## config.mk

```make
export PLATFORM = sky130hd
export DESIGN_NAME = desc_chain_gen
export DESIGN_NICKNAME = d
export VERILOG_FILES = /design/src/rtl/desc_chain_pkg.sv /design/src/rtl/dcg_seg_slicer.sv /design/src/rtl/dcg_word_emitter.sv /design/src/rtl/desc_chain_gen.sv
export SDC_FILE = /design/constraint.sdc
export NUM_CORES = 1
export LEC_CHECK = 0
export ABC_AREA = 1
export BUFFER_PORTS_ARGS = -buffer_cell sky130_fd_sc_hd__buf_2
export CORE_MARGIN = 2
export CORE_UTILIZATION = 35
export CTS_CLUSTER_SIZE = 14
export DETAILED_ROUTE_END_ITERATION = 16
export SYNTH_ARGS = -nofsm -noshare
export SYNTH_HDL_FRONTEND = slang
export SYNTH_SLANG_ARGS = --single-unit
```

## constraint.sdc

```tcl
create_clock -name clk -period 9.25 [get_ports clk]
set_clock_uncertainty 0.15 [all_clocks]
set_input_delay 0.4625 -clock clk [delete_from_list [all_inputs] [get_ports clk]]
set_output_delay 0.4625 -clock clk [all_outputs]
set_load 0.02 [all_outputs]
```

## src/rtl/desc_chain_pkg.sv

```systemverilog
package desc_chain_pkg;

  localparam int unsigned WORDS_PER_DESC = 4;
  localparam int unsigned DESC_BYTES     = 16;

  // config word bit positions
  localparam int unsigned FLG_NOIRQ    = 1;
  localparam int unsigned FLG_LAST     = 2;
  localparam int unsigned FLG_FIRST    = 3;
  localparam int unsigned FLG_CHAIN    = 4;
  localparam int unsigned FLG_RING_END = 5;
  localparam int unsigned FLG_HW_OWN   = 31;

  typedef enum logic [1:0] {
    DCG_IDLE  = 2'd0,
    DCG_FETCH = 2'd1,
    DCG_EMIT  = 2'd2
  } dcg_state_e;

  typedef enum logic [1:0] {
    W_CFG  = 2'd0,
    W_SIZE = 2'd1,
    W_ADDR = 2'd2,
    W_NEXT = 2'd3
  } dcg_word_e;

  // flag word from the descriptor's position in the chain
  function automatic logic [31:0] dcg_cfg(input logic first, input logic last);
    logic [31:0] v;
    v = '0;
    v[FLG_HW_OWN] = 1'b1;
    v[FLG_CHAIN]  = 1'b1;
    v[FLG_FIRST]  = first;
    if (last) begin
      v[FLG_LAST]     = 1'b1;
      v[FLG_RING_END] = 1'b1;
    end else begin
      v[FLG_NOIRQ] = 1'b1;
    end
    return v;
  endfunction

  // link to the following table slot, or zero at the end of the chain
  function automatic logic [31:0] dcg_next(input logic [31:0] base,
                                           input logic [31:0] idx,
                                           input logic        last);
    if (last) return 32'd0;
    return base + (idx + 32'd1) * 32'(DESC_BYTES);
  endfunction

endpackage

```

## src/rtl/dcg_seg_slicer.sv

```systemverilog
module dcg_seg_slicer #(
  parameter int unsigned LEN_W     = 24,
  parameter int unsigned MAX_CHUNK = 4096
) (
  input  logic             clk,
  input  logic             rst_n,
  input  logic             load,
  input  logic             advance,
  input  logic [31:0]      seg_addr,
  input  logic [LEN_W-1:0] seg_len,
  input  logic [LEN_W-1:0] remain,
  output logic [LEN_W-1:0] chunk_len,
  output logic [31:0]      chunk_addr,
  output logic             seg_empty
);

  localparam logic [LEN_W-1:0] MAX_L = LEN_W'(MAX_CHUNK);

  function automatic logic [LEN_W-1:0] pick_min(input logic [LEN_W-1:0] a,
                                                input logic [LEN_W-1:0] b);
    return (a < b) ? a : b;
  endfunction

  logic [31:0]      base_q;
  logic [31:0]      off_q;
  logic [LEN_W-1:0] left_q;

  always_ff @(posedge clk) begin
    if (!rst_n) begin
      base_q <= '0;
      off_q  <= '0;
      left_q <= '0;
    end else if (load) begin
      base_q <= seg_addr;
      off_q  <= '0;
      left_q <= pick_min(seg_len, remain);
    end else if (advance) begin
      off_q  <= off_q + 32'(chunk_len);
      left_q <= left_q - chunk_len;
    end
  end

  assign chunk_len  = pick_min(left_q, MAX_L);
  assign chunk_addr = base_q + off_q;
  assign seg_empty  = (left_q == '0);


  take_cap_chk: assert property (@(posedge clk) disable iff (!rst_n)
    load |=> (left_q <= $past(remain)) && (left_q <= $past(seg_len)));


  chunk_step_chk: assert property (@(posedge clk) disable iff (!rst_n)
    (advance && !load) |=> chunk_addr == $past(chunk_addr) + 32'($past(chunk_len)));

endmodule

```

## src/rtl/dcg_word_emitter.sv

```systemverilog
module dcg_word_emitter
  import desc_chain_pkg::*;
#(
  parameter int unsigned IDX_W = 6
) (
  input  logic             clk,
  input  logic             rst_n,
  input  logic             active,
  input  logic [IDX_W-1:0] idx,
  input  logic [31:0]      cfg_word,
  input  logic [31:0]      size_word,
  input  logic [31:0]      addr_word,
  input  logic [31:0]      next_word,
  output logic             wr_en,
  output logic [IDX_W+1:0] wr_addr,
  output logic [31:0]      wr_data,
  output logic             desc_fin
);

  logic [1:0] w_q;

  always_ff @(posedge clk) begin
    if (!rst_n)      w_q <= 2'd0;
    else if (active) w_q <= w_q + 2'd1;
  end

  always_comb begin
    unique case (dcg_word_e'(w_q))
      W_CFG:   wr_data = cfg_word;
      W_SIZE:  wr_data = size_word;
      W_ADDR:  wr_data = addr_word;
      default: wr_data = next_word;
    endcase
  end

  assign wr_en    = active;
  assign wr_addr  = {idx, w_q};
  assign desc_fin = active && (w_q == 2'd3);


  word_seq_chk: assert property (@(posedge clk) disable iff (!rst_n)
    (wr_en && wr_addr[1:0] != 2'd0) |-> $past(wr_en) && (wr_addr == $past(wr_addr) + 1'b1));

endmodule

```

## src/rtl/desc_chain_gen.sv

```systemverilog
module desc_chain_gen
  import desc_chain_pkg::*;
#(
  parameter  int unsigned NUM_DESC  = 64,
  parameter  int unsigned MAX_CHUNK = 4096,
  parameter  int unsigned LEN_W     = 24,
  localparam int unsigned IDX_W     = $clog2(NUM_DESC),
  localparam int unsigned CNT_W     = IDX_W + 1,
  localparam int unsigned WA_W      = IDX_W + 2
) (
  input  logic             clk,
  input  logic             rst_n,
  input  logic             start,
  input  logic [LEN_W-1:0] total_len,
  input  logic [31:0]      table_base,
  input  logic             seg_valid,
  output logic             seg_ready,
  input  logic [31:0]      seg_addr,
  input  logic [LEN_W-1:0] seg_len,
  output logic             wr_en,
  output logic [WA_W-1:0]  wr_addr,
  output logic [31:0]      wr_data,
  output logic             busy,
  output logic             done,
  output logic             error,
  output logic [CNT_W-1:0] desc_count
);

  dcg_state_e       state_q;
  logic [LEN_W-1:0] remain_q;
  logic [CNT_W-1:0] idx_q;
  logic [31:0]      base_q;
  logic             done_q, err_q;
  logic [CNT_W-1:0] cnt_q;

  // internal events
  logic             seg_take;
  logic             emit_active;
  logic             desc_fin;
  logic             last_desc;
  logic             table_full_next;
  logic             seg_empty;
  logic [LEN_W-1:0] chunk_len;
  logic [31:0]      chunk_addr;
  logic [31:0]      cfg_w, next_w;

  assign seg_ready       = (state_q == DCG_FETCH);
  assign seg_take        = seg_ready && seg_valid;
  assign emit_active     = (state_q == DCG_EMIT) && !seg_empty;
  assign last_desc       = (chunk_len == remain_q);
  assign table_full_next = (idx_q == CNT_W'(NUM_DESC - 1));
  assign cfg_w           = dcg_cfg(idx_q == '0, last_desc);
  assign next_w          = dcg_next(base_q, 32'(idx_q), last_desc);

  dcg_seg_slicer #(.LEN_W(LEN_W), .MAX_CHUNK(MAX_CHUNK)) u_slicer (
    .clk        (clk),
    .rst_n      (rst_n),
    .load       (seg_take),
    .advance    (desc_fin),
    .seg_addr   (seg_addr),
    .seg_len    (seg_len),
    .remain     (remain_q),
    .chunk_len  (chunk_len),
    .chunk_addr (chunk_addr),
    .seg_empty  (seg_empty)
  );

  dcg_word_emitter #(.IDX_W(IDX_W)) u_emit (
    .clk       (clk),
    .rst_n     (rst_n),
    .active    (emit_active),
    .idx       (idx_q[IDX_W-1:0]),
    .cfg_word  (cfg_w),
    .size_word (32'(chunk_len)),
    .addr_word (chunk_addr),
    .next_word (next_w),
    .wr_en     (wr_en),
    .wr_addr   (wr_addr),
    .wr_data   (wr_data),
    .desc_fin  (desc_fin)
  );

  always_ff @(posedge clk) begin
    if (!rst_n) begin
      state_q  <= DCG_IDLE;
      remain_q <= '0;
      idx_q    <= '0;
      base_q   <= '0;
      done_q   <= 1'b0;
      err_q    <= 1'b0;
      cnt_q    <= '0;
    end else begin
      done_q <= 1'b0;
      err_q  <= 1'b0;
      unique case (state_q)
        DCG_IDLE: begin
          if (start) begin
            cnt_q <= '0;
            if (total_len == '0) begin
              done_q <= 1'b1;
            end else begin
              remain_q <= total_len;
              idx_q    <= '0;
              base_q   <= table_base;
              state_q  <= DCG_FETCH;
            end
          end
        end
        DCG_FETCH: begin
          if (seg_valid) state_q <= DCG_EMIT;
        end
        DCG_EMIT: begin
          if (seg_empty) begin
            state_q <= DCG_FETCH;
          end else if (desc_fin) begin
            remain_q <= remain_q - chunk_len;
            idx_q    <= idx_q + 1'b1;
            if (last_desc) begin
              done_q  <= 1'b1;
              cnt_q   <= idx_q + 1'b1;
              state_q <= DCG_IDLE;
            end else if (table_full_next) begin
              err_q   <= 1'b1;
              cnt_q   <= idx_q + 1'b1;
              state_q <= DCG_IDLE;
            end
          end
        end
        default: state_q <= DCG_IDLE;
      endcase
    end
  end

  assign busy       = (state_q != DCG_IDLE);
  assign done       = done_q;
  assign error      = err_q;
  assign desc_count = cnt_q;


  done_err_excl_chk: assert property (@(posedge clk) disable iff (!rst_n)
    !(done && error));


  idle_after_end_chk: assert property (@(posedge clk) disable iff (!rst_n)
    (done || error) |-> !busy && !seg_ready);


  idx_bound_chk: assert property (@(posedge clk) disable iff (!rst_n)
    wr_en |-> (idx_q < CNT_W'(NUM_DESC)));


  zero_len_chk: assert property (@(posedge clk) disable iff (!rst_n)
    (!busy && start && total_len == '0) |=> done && desc_count == '0 && !wr_en);


  last_ends_run_chk: assert property (@(posedge clk) disable iff (!rst_n)
    (desc_fin && last_desc) |=> done && !busy);

endmodule

```

Yosys cells after proc, flatten, opt, wreduce, memory -nomap -nowiden:

Index checks and enable logic that the tools add are counted.

* bits in registers: 164
* input bits: 116
* output and inout port bits: 52
* logic and storage cells: 97

* add/subtract/negate cells: 8
* magnitude comparators: 2
* eq/ne operators: 15
* muxes and demuxes: 39
* bitwise operators: 4
* reductions and logical operators: 18

Operator list (count)
* $mux W24: 8
* $pmux W32 S3: 1
* $mux W32: 2
* $mux W7: 9
* $logic_not A24 Y1: 2
* $pmux W24 S2: 1
* $sub A24 B24 Y24: 2
* $add A32 B12 Y32: 1
* $add A32 B24 Y32: 1
* $add A32 B32 Y32: 1
* $pmux W7 S2: 2
* $eq A24 B24 Y1: 1
* $lt A24 B13 Y1 const B: 1
* $lt A24 B24 Y1: 1
* $reduce_and A5 Y1: 3
* $mux W2: 7
* $ne A2 B2 Y1 const B: 5
* $add A7 B1 Y8 const B: 1
* $add A7 B1 Y7 const B: 1
* $eq A7 B6 Y1 const B: 1
* $logic_not A7 Y1: 1
* $mux W1: 7
* $eq A2 B2 Y1 const B: 3
* $ne A3 B3 Y1 const B: 2
* 13 further kinds: 22

Longest topological paths before layout:

* word-level depth: 7
* mapped depth: 23
* mapped depth without buffers: 23

By module:

A second synthesis with hierarchy kept.

* cells, all modules: 2637
* area, all modules: 15571.2 µm²

Modules (own cells, without submodules)
* dcg_seg_slicer: times used 1, cells each 1309, area each 8195.4 µm², sequential area each 1761.7 µm²
* desc_chain_gen: times used 1, cells each 1031, area each 6073.3 µm², sequential area each 1481.4 µm²
* dcg_word_emitter: times used 1, cells each 297, area each 1302.5 µm², sequential area each 40.0 µm²

Least setup slack after synthesis:

Ideal clock, no wire load.

* path type: flip-flop to output port
* start: reg u_slicer.left_q[14]
* end: out wr_data[4]
* data arrival time: 2978 ps
* required time: 8637 ps
* path slack: 5660 ps
* stages on the path, launching flop included: 21
* path buffers: 4
* path through: dfxtp_1 > nor2_2 > nand2_2 > nor2_2 > nand2_2 > buf_6 > buf_6 > buf_2 > nor2_1 > inv_1 > ha_1 > nand2_1 > nor2_1 > inv_1 > nor3_1 > nand4_1 > nand2_1 > inv_1 > buf_2 > nand2_1 > o2111ai_1

* cells in the longest elaborated chain, start to end: 6

Ends and longest elaborated chain
* from (decl): RTL line dcg_seg_slicer.sv:26 `logic [LEN_W-1:0] left_q;`
* from (signal assigned): RTL line dcg_seg_slicer.sv:36 `left_q <= pick_min(seg_len, remain);`
* from (signal assigned): RTL line dcg_seg_slicer.sv:39 `left_q <= left_q - chunk_len;`
* $lt A24 B13 Y1: RTL line dcg_seg_slicer.sv:21 `return (a < b) ? a : b;`
* $mux W24 *: RTL line dcg_seg_slicer.sv:21
* $eq A24 B24 Y1: RTL line desc_chain_gen.sv:50 `assign last_desc = (chunk_len == remain_q);`
* $mux W1: RTL line desc_chain_pkg.sv:47 `if (last) return 32'd0;`
* $mux W32: RTL line desc_chain_pkg.sv:48 `return base + (idx + 32'd1) * 32'(DESC_BYTES);`
* $pmux W32 S3 *: RTL line dcg_word_emitter.sv:28 `unique case (dcg_word_e'(w_q))`
* to (decl): RTL line desc_chain_gen.sv:22 `output logic [31:0] wr_data,`

Every way passes the cells marked *; elsewhere a longest branch is shown, timed or not.

Worst setup path after layout:

* start: reg u_slicer.left_q[19]
* end: out wr_data[29]

* cells in the longest elaborated chain, start to end: 6

Ends and longest elaborated chain (RTL line)
* $lt A24 B13 Y1: dcg_seg_slicer.sv:21
* $mux W24 *: dcg_seg_slicer.sv:21
* $eq A24 B24 Y1 *: desc_chain_gen.sv:50
* $mux W1 *: desc_chain_pkg.sv:47
* $mux W32 *: desc_chain_pkg.sv:48
* $pmux W32 S3 *: dcg_word_emitter.sv:28

Marked as above.

==> qor.txt <==
CP cell instances: nor2_2 > nand2_1 > nor2_2 > nand2_2 > nor2_1 > inv_1 > ha_1 > nand2_1 > nor2_1 > inv_1 > nor3_1 > nand4_1 > nand2_1 > inv_1 > o211ai_1 > nand2_1 > buf_2
Area of the multi-input gates: 0.009442 mm2
Post-Place Cells: 2903
Fmax: 182.4 MHz
Cells on worst reg2reg path: 18
Synth Register Bits: 164
Hold endpoint: u_slicer.base_q[28]$_SDFFE_PN0P_
Asr flop ratio synth: 0%
Outcome: finished clean
HPWL after detailed placement: 42.63 mm
CTS Buffer Depth: 2
Die Height: 204.4 um
Post-synthesis sequential area ratio: 23.35%
Clock sinks: 164
Post-DR wirelength/cell: 18.01 um
Max-cap violations: 0
Global placer's final weighted congestion: 0.9477
I/O Buffers: 167
Vias: 15520
Post-Synthesis Cells: 2255
GRT Util Overall: 25.36%
CP dominant cell by count: nand2_1
Number of global-route vias before repair: 14620
CTS Buf Count: 17
Synth Cell Area: 0.01406 mm2
Pwr/cell area: 146.3 mW/mm2
Fin Setup TNS: 0 ns
# fillers: 4334
Reg2reg end: desc_count[6]$_SDFFE_PN0P_
Worst Max-Slew Pin Slew: 1.158 ns
CTS clk-pin slew, worst paths: 0.07 ns
Hold Fails Final Rpt: 0
RSZ-0062 raised after global routing: no
Worst hold path type: in2reg
Drc violations: 0
Cell Count, Final, Fillers Out: 2935
Share of post-route cells with drive strength above 1: 10.83%
Initial antenna violation count: 0
Yosys cell types: 53
Antenna diodes: 0
DRT Pass-1 Iters: 6
Initial drt markers: 1166
Max Slew Vio Count: 0
CP peak stage delay: 0.47 ns
Row cnt: 73
Core ar.: 0.03973 mm2
Hold Crit Start: seg_addr[28]
Largest net degree at the start of global routing: 88
Main synth FF type: dfxtp_1
Hold_buf cts: 0
P&R area growth vs syn: 12.84%
Mapped Avg Cell Area: 6.234 um2
Worst EP required: 8.64 ns
Root buf cell: clkbuf_16
Post-route setup slack: 3.768 ns
IO Count: 168
Storage element area: 0.003283 mm2
Later-pin clock latency in the skew report: 0.48 ns
Most common cell after layout, fill and taps aside: nand2_1
Final nets: 2635
Most frequent cells in the layout: 458 x nand2_1, 274 x nor2_1, 265 x a21oi_1, 262 x inv_1, 200 x o21ai_0
Flop2flop setup slack: 5.34 ns
Worst VDD drop: 0.1541 mV
Die ar.: 0.04179 mm2
CP Capture Type: output pin
Hold Path Stages: 3
Fin crit share: 59.26%
Die width: 204.4 um
Htree depth: 4
GRT Residual Overflow: 0
Number of routed nets with antenna violations: 0
Routed WL: 52.85 mm
Lkg Pwr: 7.571 nW
Arrival @ worst endpoint: 4.87 ns
Yosys warnings: 0
Post CTS Setup Buffer Count: 0
Critical Path Fanout Max: 29
Kind of critical path: reg2out
Slowest-stage cell, CP: nand2_1
Initial Util: 35.38%
Placement Setup Slack: 4.392 ns
R2R Path Start: u_slicer.left_q[19]$_SDFFE_PN0P_
Rel. slew slack: 22.59%
TritonCTS clock tree: yes
PostCTS Resize Cnt: 0
Tmin final: 5.482 ns
Crit start category: flop
First-pass GRT wire length: 81.85 mm
Number of synthesized flops with an enable pin: 0
Final setup vio count: 0
DR vias/cell: 5.287
==> where the power goes <==
part           switching (W)  internal, W
clock network       0.000362     0.000355
registers          0.0000615     0.000760
logic               0.000535     0.000248
total               0.000959      0.00136
==> layout make-up <==
class                      count  area share [%]
inverter                     272           6.467
clock inverter                15          0.8518
clock buffer                  17           2.682
sequential                   164           20.70
timing repair buffer         175           5.647
tap                          525           4.141
multi-input combinational   1767           59.52
==> through the flow <==
stage / hold WS, ns / power [W] / utilization [%] / area (um2)
global placement: 0.3133 / 0.001604 / 38.52 / 15300
CTS: 0.06116 / 0.002326 / 39.93 / 15860
finish: 0.07828 / 0.002321 / 39.93 / 15860
global route: 0.08341 / 0.002458 / 39.93 / 15860
detailed placement: 0.3150 / 0.001607 / 38.52 / 15300
floorplan: 0.2991 / 0.001375 / - / 14130
==> Yosys cell counts (12+ instances only) <==
master / instances / area share, %
o211ai_1: 20 / 1.1
o21bai_1: 14 / 0.75
xnor2_1: 16 / 1.0
nor4_1: 16 / 0.71
dfxtp_1: 164 / 23
a21oi_1: 265 / 9.4
a31oi_1: 12 / 0.53
nand4_1: 27 / 1.2
ha_1: 118 / 11
nand3_1: 121 / 4.3
nor3_1: 31 / 1.1
or2_2: 16 / 0.71
inv_1: 262 / 7.0
nand2_1: 459 / 12
nor2_1: 274 / 7.3
buf_2: 18 / 0.64
o21ai_0: 200 / 7.1
o21ai_1: 39 / 1.4
clkbuf_1: 36 / 0.96
a21o_1: 18 / 0.96
xor2_1: 20 / 1.2
==> how the worst max path moves through the flow <==
stage                                     start          end  slack, ns
5_1_grt        u_slicer.left_q[21]$_SDFFE_PN0P_  wr_data[29]       3.37
3_5_place_dp   u_slicer.left_q[16]$_SDFFE_PN0P_   wr_data[4]       4.39
4_1_cts        u_slicer.left_q[16]$_SDFFE_PN0P_   wr_data[4]       3.85
2_1_floorplan  u_slicer.left_q[14]$_SDFFE_PN0P_   wr_data[4]       5.66
6_report       u_slicer.left_q[19]$_SDFFE_PN0P_  wr_data[29]       3.77
3_3_place_gp   u_slicer.left_q[16]$_SDFFE_PN0P_  wr_data[21]       4.63
==> sequential cells by signal (all words and copies together) (netlist names), 2 cells and up <==
name / flops
u_emit.w_q: 2
idx_q: 7
remain_q: 24
u_slicer.base_q: 32
u_slicer.off_q: 32
state_q: 2
u_slicer.left_q: 24
base_q: 32
desc_count: 7
==> kinds of logic (layout without fill, tap and decap cells) <==
kind of cell             Yosys count  count (layout)  synth area share, %
AO/OA/AOI/OAI                    607             607                23.46
XOR/XNOR                          36              36                2.243
adder cells (fa/ha/maj)          122             122                11.07
buffers and inverters            344             479                10.07
flip-flops                       164             164                23.35
other                              2              22              0.05342
AND/OR/NAND/NOR                  980             980                29.74
==> critical path: cells and delay by family, from the launching register on <==
kind | cells | cell delay [ns]
AND/OR/NAND/NOR | 11 | 2.61
buffers and inverters | 4 | 0.80
adder cells (fa/ha/maj) | 1 | 0.36
flip-flops | 1 | 0.35
AO/OA/AOI/OAI | 1 | 0.26
==> layer usage <==
metal | vias to the layer above | global-route usage [%] | share of wire, % | wire (um)
met5 | - | 0 | 0 | 0
met4 | 0 | 8.411 | 2.5 | 1311
met3 | 60 | 3.173 | 5.6 | 2969
met2 | 498 | 40.36 | 45 | 23590
met1 | 7158 | 35.32 | 47 | 24980
li1 | 7802 | - | - | -
Note: power is estimated with default switching activity, not from simulation.
